File: src/rtl/rr_arb_pkg.sv
package rr_arb_pkg;

  // Position following idx in a ring of n entries.
  function automatic int unsigned ring_next(input int unsigned idx, input int unsigned n);
    return (idx + 1 >= n) ? 0 : idx + 1;
  endfunction

  // Position offset steps after base in a ring of n entries.
  function automatic int unsigned ring_add(input int unsigned base, input int unsigned offset,
                                           input int unsigned n);
    return (base + offset) % n;
  endfunction

endpackage

File: src/rtl/rr_pick.sv
module rr_pick #(
  parameter int NUM_REQ = 4,
  localparam int IDXW = (NUM_REQ > 1) ? $clog2(NUM_REQ) : 1
) (
  input  logic [NUM_REQ-1:0] req,
  input  logic [IDXW-1:0]    start_idx,
  output logic               pick_valid,
  output logic [IDXW-1:0]    pick_idx
);
  import rr_arb_pkg::*;

  // The loop walks from the farthest offset down to offset 0, so the requester
  // closest to start_idx is the last one written and wins.
  always_comb begin
    pick_valid = 1'b0;
    pick_idx   = '0;
    for (int k = NUM_REQ - 1; k >= 0; k--) begin
      int unsigned cand;
      cand = ring_add(int'(start_idx), k, NUM_REQ);
      if (req[cand]) begin
        pick_valid = 1'b1;
        pick_idx   = IDXW'(cand);
      end
    end
  end

endmodule

File: src/rtl/lock_hold.sv
module lock_hold #(
  parameter int NUM_REQ = 4,
  localparam int IDXW = (NUM_REQ > 1) ? $clog2(NUM_REQ) : 1
) (
  input  logic               owner_valid_q,
  input  logic [IDXW-1:0]    owner_q,
  input  logic [NUM_REQ-1:0] lock_n,
  output logic               hold
);
  // Only the lock line of the current owner is looked at.
  // The lock lines of all other requesters are ignored.
  assign hold = owner_valid_q && !lock_n[owner_q];

endmodule

File: src/rtl/grant_decode.sv
module grant_decode #(
  parameter int NUM_REQ = 4,
  localparam int IDXW = (NUM_REQ > 1) ? $clog2(NUM_REQ) : 1
) (
  input  logic               valid,
  input  logic [IDXW-1:0]    idx,
  output logic [NUM_REQ-1:0] onehot
);
  for (genvar g = 0; g < NUM_REQ; g++) begin : g_dec
    assign onehot[g] = valid && (idx == IDXW'(g));
  end

endmodule

File: src/rtl/bus_rr_lock_arbiter.sv
module bus_rr_lock_arbiter #(
  parameter int NUM_REQ = 4,
  localparam int IDXW = (NUM_REQ > 1) ? $clog2(NUM_REQ) : 1
) (
  input  logic               clk,
  input  logic               rst_n,
  input  logic [NUM_REQ-1:0] req,
  input  logic [NUM_REQ-1:0] lock_n,
  output logic [NUM_REQ-1:0] gnt,
  output logic [IDXW-1:0]    owner_idx,
  output logic               owner_valid
);
  import rr_arb_pkg::*;

  // Registered state: current owner, and where the next search begins.
  logic [IDXW-1:0] owner_q;
  logic            owner_valid_q;
  logic [IDXW-1:0] search_q;

  // Named internal events, used by the checker.
  logic            lock_active;
  logic            pick_valid;
  logic [IDXW-1:0] pick_idx;
  logic            new_grant;
  logic [IDXW-1:0] owner_d;
  logic            owner_valid_d;
  logic [IDXW-1:0] search_d;

  lock_hold #(.NUM_REQ(NUM_REQ)) u_hold (
    .owner_valid_q (owner_valid_q),
    .owner_q       (owner_q),
    .lock_n        (lock_n),
    .hold          (lock_active)
  );

  rr_pick #(.NUM_REQ(NUM_REQ)) u_pick (
    .req        (req),
    .start_idx  (search_q),
    .pick_valid (pick_valid),
    .pick_idx   (pick_idx)
  );

  assign new_grant = !lock_active && pick_valid;

  always_comb begin
    owner_d       = owner_q;
    owner_valid_d = owner_valid_q;
    search_d      = search_q;
    if (lock_active) begin
      owner_d       = owner_q;
      owner_valid_d = 1'b1;
    end else if (pick_valid) begin
      owner_d       = pick_idx;
      owner_valid_d = 1'b1;
      search_d      = IDXW'(ring_next(int'(pick_idx), NUM_REQ));
    end else begin
      owner_valid_d = 1'b0;
    end
  end

  always_ff @(posedge clk or negedge rst_n) begin
    if (!rst_n) begin
      owner_q       <= '0;
      owner_valid_q <= 1'b0;
      search_q      <= '0;
    end else begin
      owner_q       <= owner_d;
      owner_valid_q <= owner_valid_d;
      search_q      <= search_d;
    end
  end

  grant_decode #(.NUM_REQ(NUM_REQ)) u_dec (
    .valid  (owner_valid_q),
    .idx    (owner_q),
    .onehot (gnt)
  );

  assign owner_idx   = owner_q;
  assign owner_valid = owner_valid_q;

endmodule

File: config.mk
export PLATFORM = sky130hd
export DESIGN_NAME = bus_rr_lock_arbiter
export DESIGN_NICKNAME = d
export VERILOG_FILES = /design/src/rtl/rr_arb_pkg.sv /design/src/rtl/rr_pick.sv /design/src/rtl/lock_hold.sv /design/src/rtl/grant_decode.sv /design/src/rtl/bus_rr_lock_arbiter.sv
export SDC_FILE = /design/constraint.sdc
export NUM_CORES = 1
export LEC_CHECK = 0
export BUFFER_PORTS_ARGS = -buffer_cell sky130_fd_sc_hd__buf_4
export CORE_AREA = 4 4 41 43
export DETAILED_ROUTE_END_ITERATION = 7
export DIE_AREA = 0 0 45 47
export PLACE_DENSITY = 0.6
export SLEW_MARGIN = 15
export SYNTH_ARGS = -nofsm -noshare
export SYNTH_HDL_FRONTEND = slang
export SYNTH_HIERARCHICAL = 1
export SYNTH_SLANG_ARGS = --single-unit
File: constraint.sdc
create_clock -name clk -period 1.9 [get_ports clk]
set_input_delay 0.19 -clock clk [delete_from_list [all_inputs] [get_ports clk]]
set_output_delay 0.19 -clock clk [all_outputs]
set_load 0.05 [all_outputs]
==> results.cfg, run 1 <==
[timing]
rsz0062_at_grt = no
finalSetupViolCount = 0
whs_ns = 0.292
fin_setup_tns_ns = 0
tightest_slew_ns = 0.279
hold_viol = 0
fin_crit_ns = 1.62
max_freq_mhz = 619
slew-limit-headroom = 0.814
min_period_over_period = 0.851
slew_viol_final = 0
clock_skew_ns = 0.000644

[detailed_routing]
drt_first_pass_iters = 2
drt_iter0_drc = 2
ant_nets = 0
finalWirelength_um = 786
wl_per_cell_um = 11.6
via_per_inst = 4.68
route.detailed.drc = 0
vias = 318

[die]
design.core.area_sq_um = 1300
die_x_um = 45
start_util = 0.269
io_pins = 17
die-area_sq_um = 2120
die_y_um = 47
rows = 13

[worst_setup_path]
critical_path.cell_chain = mux4_2 > nor2b_1 > nor2b_4 > mux2_2
cpPeakStageDelay_ns = 0.50
crit_path_end_kind = register
path_max_fanout = 7
rr_worst_depth = 4
worst_path_max_delay_cell = mux4_2
start_kind = register
regToRegSetupSlack_ns = 0.28
worst-setup-path-type = reg -> reg
required_ns = 2.01
crit_arrival_ns = 1.73
timing.rr.start = owner_idx[0]$_DFFE_PN0P_
reg2reg_to = search_q[1]$_DFFE_PN0P_

[synthesis]
mappedNetlistArea_sq_um = 350
synth-compound-area-share = 0.0714
synth-xor-area-share = 0
ys_warn_count = 6
synth_fa_ha_area_frac = 0.0357
seq_area_frac_synth = 0.357
synth_top_family_by_area = simple AND/OR/NAND/NOR gates
synthMuxAreaShare = 0.221
syn_inst = 32
ys_seq_elements = 5
synthesis.nets = 43
synth-simple-area-share = 0.314
yosysUniqueCellTypes = 18
avgSynthCellArea_sq_um = 10.9

[cts]
clk_pin_slew_ns = 0.04
clk_latency_ns = 0.23
cts_hold_buf = 1
cts_tree = built
cts.htree.levels = 1
cts_sinks = 5
root_buffer = clkbuf_4
numCtsBuffers = 3
cts_resized = 0
cts_max_path_buffers = 2
cts_setup_buffers = 0

[cells_and_area]
antenna_cells = 0
syn2layout_area_growth_pct = 50.4
final_layout_size_suffix_gt1_frac = 0.566
stdcell_count = 68
n_fill_cell = 142
fin_nets = 65

[global_route]
grt.overflow.total = 0
grt_max_degree = 8
grt_pass1_vias = 306
antenna_found_initial = 0
grt_pass1_wl_mm = 1.24
grt_use_total = 0.0828

[power]
irDropWorstVdd_v = 0.000794
total_power_uw = 973
pwr_density_cell_nw_per_um2 = 1850
p_leak_uw = 0.000250

[placement]
place.gp.congestion = 0.736
dp_cells = 63
numPortBuffers = 16

[run_status]
status = finished, final reports clean

[flow_run]
drv_cap = 0

[hold_path]
hp-class = in -> async
-- sequential cells by signal, summed over array words and instances, names as in the netlist --
name,count
owner_idx,2
search_q,2
owner_valid,1
-- cells in the mapped netlist --
cell type	count	area, sq um
nor2b_4	1	13.8
mux2i_1	1	10.0
and3_2	1	7.51
mux2_2	4	45.0
a211oi_1	1	7.51
nand2b_1	2	12.5
ha_1	1	12.5
dfrtp_1	5	125
nor3b_2	1	12.5
or2_2	1	6.26
and3b_1	2	17.5
a211oi_2	1	12.5
nor2b_1	1	6.26
nor2_1	5	18.8
mux4_2	1	22.5
nor3b_1	1	7.51
a21oi_1	1	5.00
nand2_1	2	7.51
-- area by class of cell --
type,count,area [sq um],share of cell area
Multi-Input combinational cell,27,225,0.428
Timing Repair Buffer,17,130,0.247
Sequential cell,5,126,0.240
Clock buffer,4,26.3,0.0499
Tap cell,15,18.8,0.0356
-- where the power goes --
group,internal (uW),switching (uW),total [uW]
logic,261,365,626
registers,156,73.8,230
clock network,79.1,38.3,117
total,496,477,973
-- cells in the final DEF (no fill, tap or decap) --
| cell | instances |
|---|---|
| buf_4 | 16 |
| nor2_1 | 5 |
| mux2_2 | 4 |
| dfrtp_1 | 4 |
| clkbuf_4 | 3 |
| and3b_1 | 2 |
| nand2_1 | 2 |
| nand2b_1 | 2 |
| or2_2 | 1 |
| nor2b_4 | 1 |
| ha_1 | 1 |
| clkbuf_1 | 1 |
| dlygate4sd3_1 | 1 |
| dfrtp_2 | 1 |
| and3_2 | 1 |
| nor3b_2 | 1 |
| mux4_2 | 1 |
| nor2b_1 | 1 |
| mux2i_1 | 1 |
| a21oi_1 | 1 |
| a211oi_2 | 1 |
| nor3b_1 | 1 |
| a211oi_1 | 1 |
-- cells by family after synthesis --
logic type / Yosys count
AOI/OAI and AO/OA: 3
DFF: 5
muxes: 6
adders and majority gates: 1
and+or+nand+nor: 17
-- critical path, delay by kind of cell, from the launching register on --
kind          cells  cell delay [ns]
mux               2             0.78
flops             1             0.41
simple gates      2             0.30
-- routing by layer --
metal	vias to the layer above	track usage	wire length (um)
met3	2	0.0345	38
met5	-	0	0
met4	0	0.0526	7
met2	7	0.113	367
met1	148	0.107	372
li1	161	-	-
-- per-stage QoR --
step	instance area, sq um	utilization	setup WS (ns)
after floorplan	352	-	0.144
after global placement	490	0.377	0.291
after detailed placement	490	0.377	0.268
after CTS	527	0.405	0.268
after global routing	527	0.405	0.217
final	527	0.405	0.283
-- how the worst max path moves through the flow --
stage,start,endpoint,slack (ns),depth (start not counted)
after floorplan,owner_idx[0]$_DFFE_PN0P_,owner_idx[0]$_DFFE_PN0P_,0.14,4
after global placement,owner_idx[0]$_DFFE_PN0P_,search_q[1]$_DFFE_PN0P_,0.29,4
after detailed placement,owner_idx[0]$_DFFE_PN0P_,search_q[1]$_DFFE_PN0P_,0.27,4
after CTS,owner_idx[0]$_DFFE_PN0P_,search_q[1]$_DFFE_PN0P_,0.27,4
after global routing,owner_idx[0]$_DFFE_PN0P_,search_q[1]$_DFFE_PN0P_,0.22,4
final,owner_idx[0]$_DFFE_PN0P_,search_q[1]$_DFFE_PN0P_,0.28,4
No activity file was read; power rests on OpenSTA's default activity.
==> run 2: changes to the inputs <==
--- a/config.mk
+++ b/config.mk
@@ -5,11 +5,12 @@
 export SDC_FILE = /design/constraint.sdc
 export NUM_CORES = 1
 export LEC_CHECK = 0
+export ABC_AREA = 1
 export BUFFER_PORTS_ARGS = -buffer_cell sky130_fd_sc_hd__buf_4
-export CORE_AREA = 4 4 41 43
+export CORE_MARGIN = 4
+export CORE_UTILIZATION = 34
 export DETAILED_ROUTE_END_ITERATION = 7
-export DIE_AREA = 0 0 45 47
-export PLACE_DENSITY = 0.6
+export PLACE_DENSITY = 0.67
 export SLEW_MARGIN = 15
 export SYNTH_ARGS = -nofsm -noshare
 export SYNTH_HDL_FRONTEND = slang
==> results.cfg, run 2 <==
[die]
design.core.area_sq_um = 1330
start_util = 0.371
die_y_um = 46.2
rows = 13
die-area_sq_um = 2130
io_pins = 17
die_x_um = 46.2

[timing]
tightest_slew_ns = 0.228
hold_viol = 0
min_period_over_period = 0.905
finalSetupViolCount = 0
max_freq_mhz = 582
fin_crit_ns = 1.72
rsz0062_at_grt = no
slew-limit-headroom = 0.848
slew_viol_final = 0
fin_setup_tns_ns = 0
clock_skew_ns = 0.00104

[worst_setup_path]
setup.worst_path.end = search_q[1]$_DFFE_PN0P_
crit_path_end_kind = register
worst_path_max_delay_cell = dfrtp_2
rr_worst_depth = 12
path_buf_inv = 2
reg2reg_to = search_q[1]$_DFFE_PN0P_
path_depth = 12
regToRegSetupSlack_ns = 0.18
worst-setup-path-type = reg -> reg
timing.rr.start = search_q[0]$_DFFE_PN0P_
crit_arrival_ns = 1.85
startpoint = search_q[0]$_DFFE_PN0P_
required_ns = 2.03
cpPeakStageDelay_ns = 0.48
path_max_fanout = 12
crit_top_cell = nand2_1
critical_path.cell_chain = inv_1 > nand2_1 > and2_4 > nand2_2 > nand2_2 > clkinv_2 > nand2_1 > nand2_1 > nand2_1 > ha_1 > nand3_1 > nand2_1
critPathTopFamily = simple AND/OR/NAND/NOR gates
start_kind = register

[global_route]
grt_use_total = 0.110
antenna_found_initial = 0
grt_max_degree = 13
grt_pass1_wl_mm = 1.71
grt.overflow.total = 0
grt_pass1_vias = 437

[cts]
clk_latency_ns = 0.24
cts_sinks = 5
cts.htree.levels = 1
cts_max_path_buffers = 2
clk_pin_slew_ns = 0.04
cts_tree = built
root_buffer = clkbuf_4
cts_setup_buffers = 0
numCtsBuffers = 3

[synthesis]
mappedNetlistArea_sq_um = 495
yosysTopAreaCellShare = 0.295
synthArstFlopShare = 1.00
synthesis.nets = 100
ys_seq_elements = 5
syn_inst = 89
synth_top_area_cell = nand2_1
ys_warn_count = 6
synth.area.top_cells = nand2_1, dfrtp_1, nand3_1, inv_1, nor2_1
avgSynthCellArea_sq_um = 5.57
yosysMostFrequentCell = nand2_1
seq_area_frac_synth = 0.253
yosysUniqueCellTypes = 15
synth_common_cells = nand2_1, inv_1, nand3_1
ys.flop_type = dfrtp_1
synth_edf_count = 0

[placement]
place.gp.congestion = 0.752
dp_hpwl_um = 886
dp_cells = 119
numPortBuffers = 16

[run_status]
status = finished, final reports clean

[cells_and_area]
fin_util = 0.495
n_fill_cell = 138
antenna_cells = 0
final_cell_mix = nand2_1, buf_4, inv_1
stdcell_count = 124
final_common_cell = nand2_1
fin_nets = 121
syn2layout_area_growth_pct = 33.3
final_layout_size_suffix_gt1_frac = 0.248

[power]
p_leak_uw = 0.000410
pwr_density_cell_nw_per_um2 = 1990
irDropWorstVdd_v = 0.000610

[detailed_routing]
drt_first_pass_iters = 4
drt_iter0_drc = 8
vias = 546
via_per_inst = 4.40
finalWirelength_mm = 1.10
wl_per_cell_um = 8.89
route.detailed.drc = 0
ant_nets = 0

[hold_path]
hp-class = in -> async

[flow_run]
drv_cap = 0
-- run 2: repair_timing --
item | 4_1_cts | 5_1_grt
endpoints found under the setup margin | 0 | 2
endpoints found under the hold margin | 5 | 0
gates resized for setup | 0 | 1
hold buffers | 1 | 0
-- run 2: how the worst min path moves through the flow --
stage | start | end | slack [ns] | cells after the start
after floorplan | rst_n | owner_idx[0]$_DFFE_PN0P_ | -0.11 | 0
after global placement | rst_n | owner_idx[0]$_DFFE_PN0P_ | -0.009 | 1
after detailed placement | rst_n | owner_idx[1]$_DFFE_PN0P_ | -0.008 | 1
after CTS | rst_n | search_q[0]$_DFFE_PN0P_ | 0.28 | 2
after global routing | rst_n | search_q[1]$_DFFE_PN0P_ | 0.30 | 2
final | rst_n | owner_idx[1]$_DFFE_PN0P_ | 0.31 | 2
-- run 2: logic make-up after synthesis --
logic type / count (synthesis) / synth area share
simple gates: 62 / 0.520
compound gates: 5 / 0.0631
flops: 5 / 0.253
buf+inv: 16 / 0.139
fa+ha+maj: 1 / 0.0252
-- run 2: final cells by class --
| class | count | area [sq um] | share of cell area |
|---|---|---|---|
| flip-flops and latches | 5 | 126 | 0.191 |
| clock buffers | 4 | 26.3 | 0.0398 |
| inverters | 15 | 57.6 | 0.0871 |
| repair buffers | 17 | 130 | 0.197 |
| multi-input cells | 68 | 302 | 0.456 |
| well taps | 15 | 18.8 | 0.0284 |
-- run 2: worst register-to-register path, cell delays in order (launching register included) --
cell,delay [ns]
dfrtp_2,0.48
inv_1,0.14
nand2_1,0.08
and2_4,0.15
nand2_2,0.06
nand2_2,0.05
clkinv_2,0.04
nand2_1,0.04
nand2_1,0.05
nand2_1,0.08
ha_1,0.30
nand3_1,0.08
nand2_1,0.05
-- run 2: layer usage --
metal / vias up / track usage / part of all wire
li1: 306 / - / -
met1: 230 / 0.148 / 0.47
met2: 10 / 0.168 / 0.47
met3: 0 / 0.0117 / 0.062
met4: 0 / 0.0682 / 0
met5: - / 0 / 0
-- run 2: power breakdown --
| group | switching [uW] | total (uW) | internal (uW) |
|---|---|---|---|
| Combinational | 621 | 945 | 324 |
| Sequential | 94.6 | 252 | 158 |
| Clock | 39.5 | 119 | 79.1 |
| Total | 755 | 1320 | 561 |
-- run 2: metrics by stage --
stage                     hold slack, ns  instance area, sq um  setup slack [ns]  power (uW)
after detailed placement        -0.00791                   623            0.0453        1200
after floorplan                   -0.106                   495             0.218         996
final                              0.310                   661             0.180        1320
after global placement          -0.00888                   623            0.0668        1180
after global routing               0.300                   661            0.0101        1460
after CTS                          0.283                   659            0.0316        1320
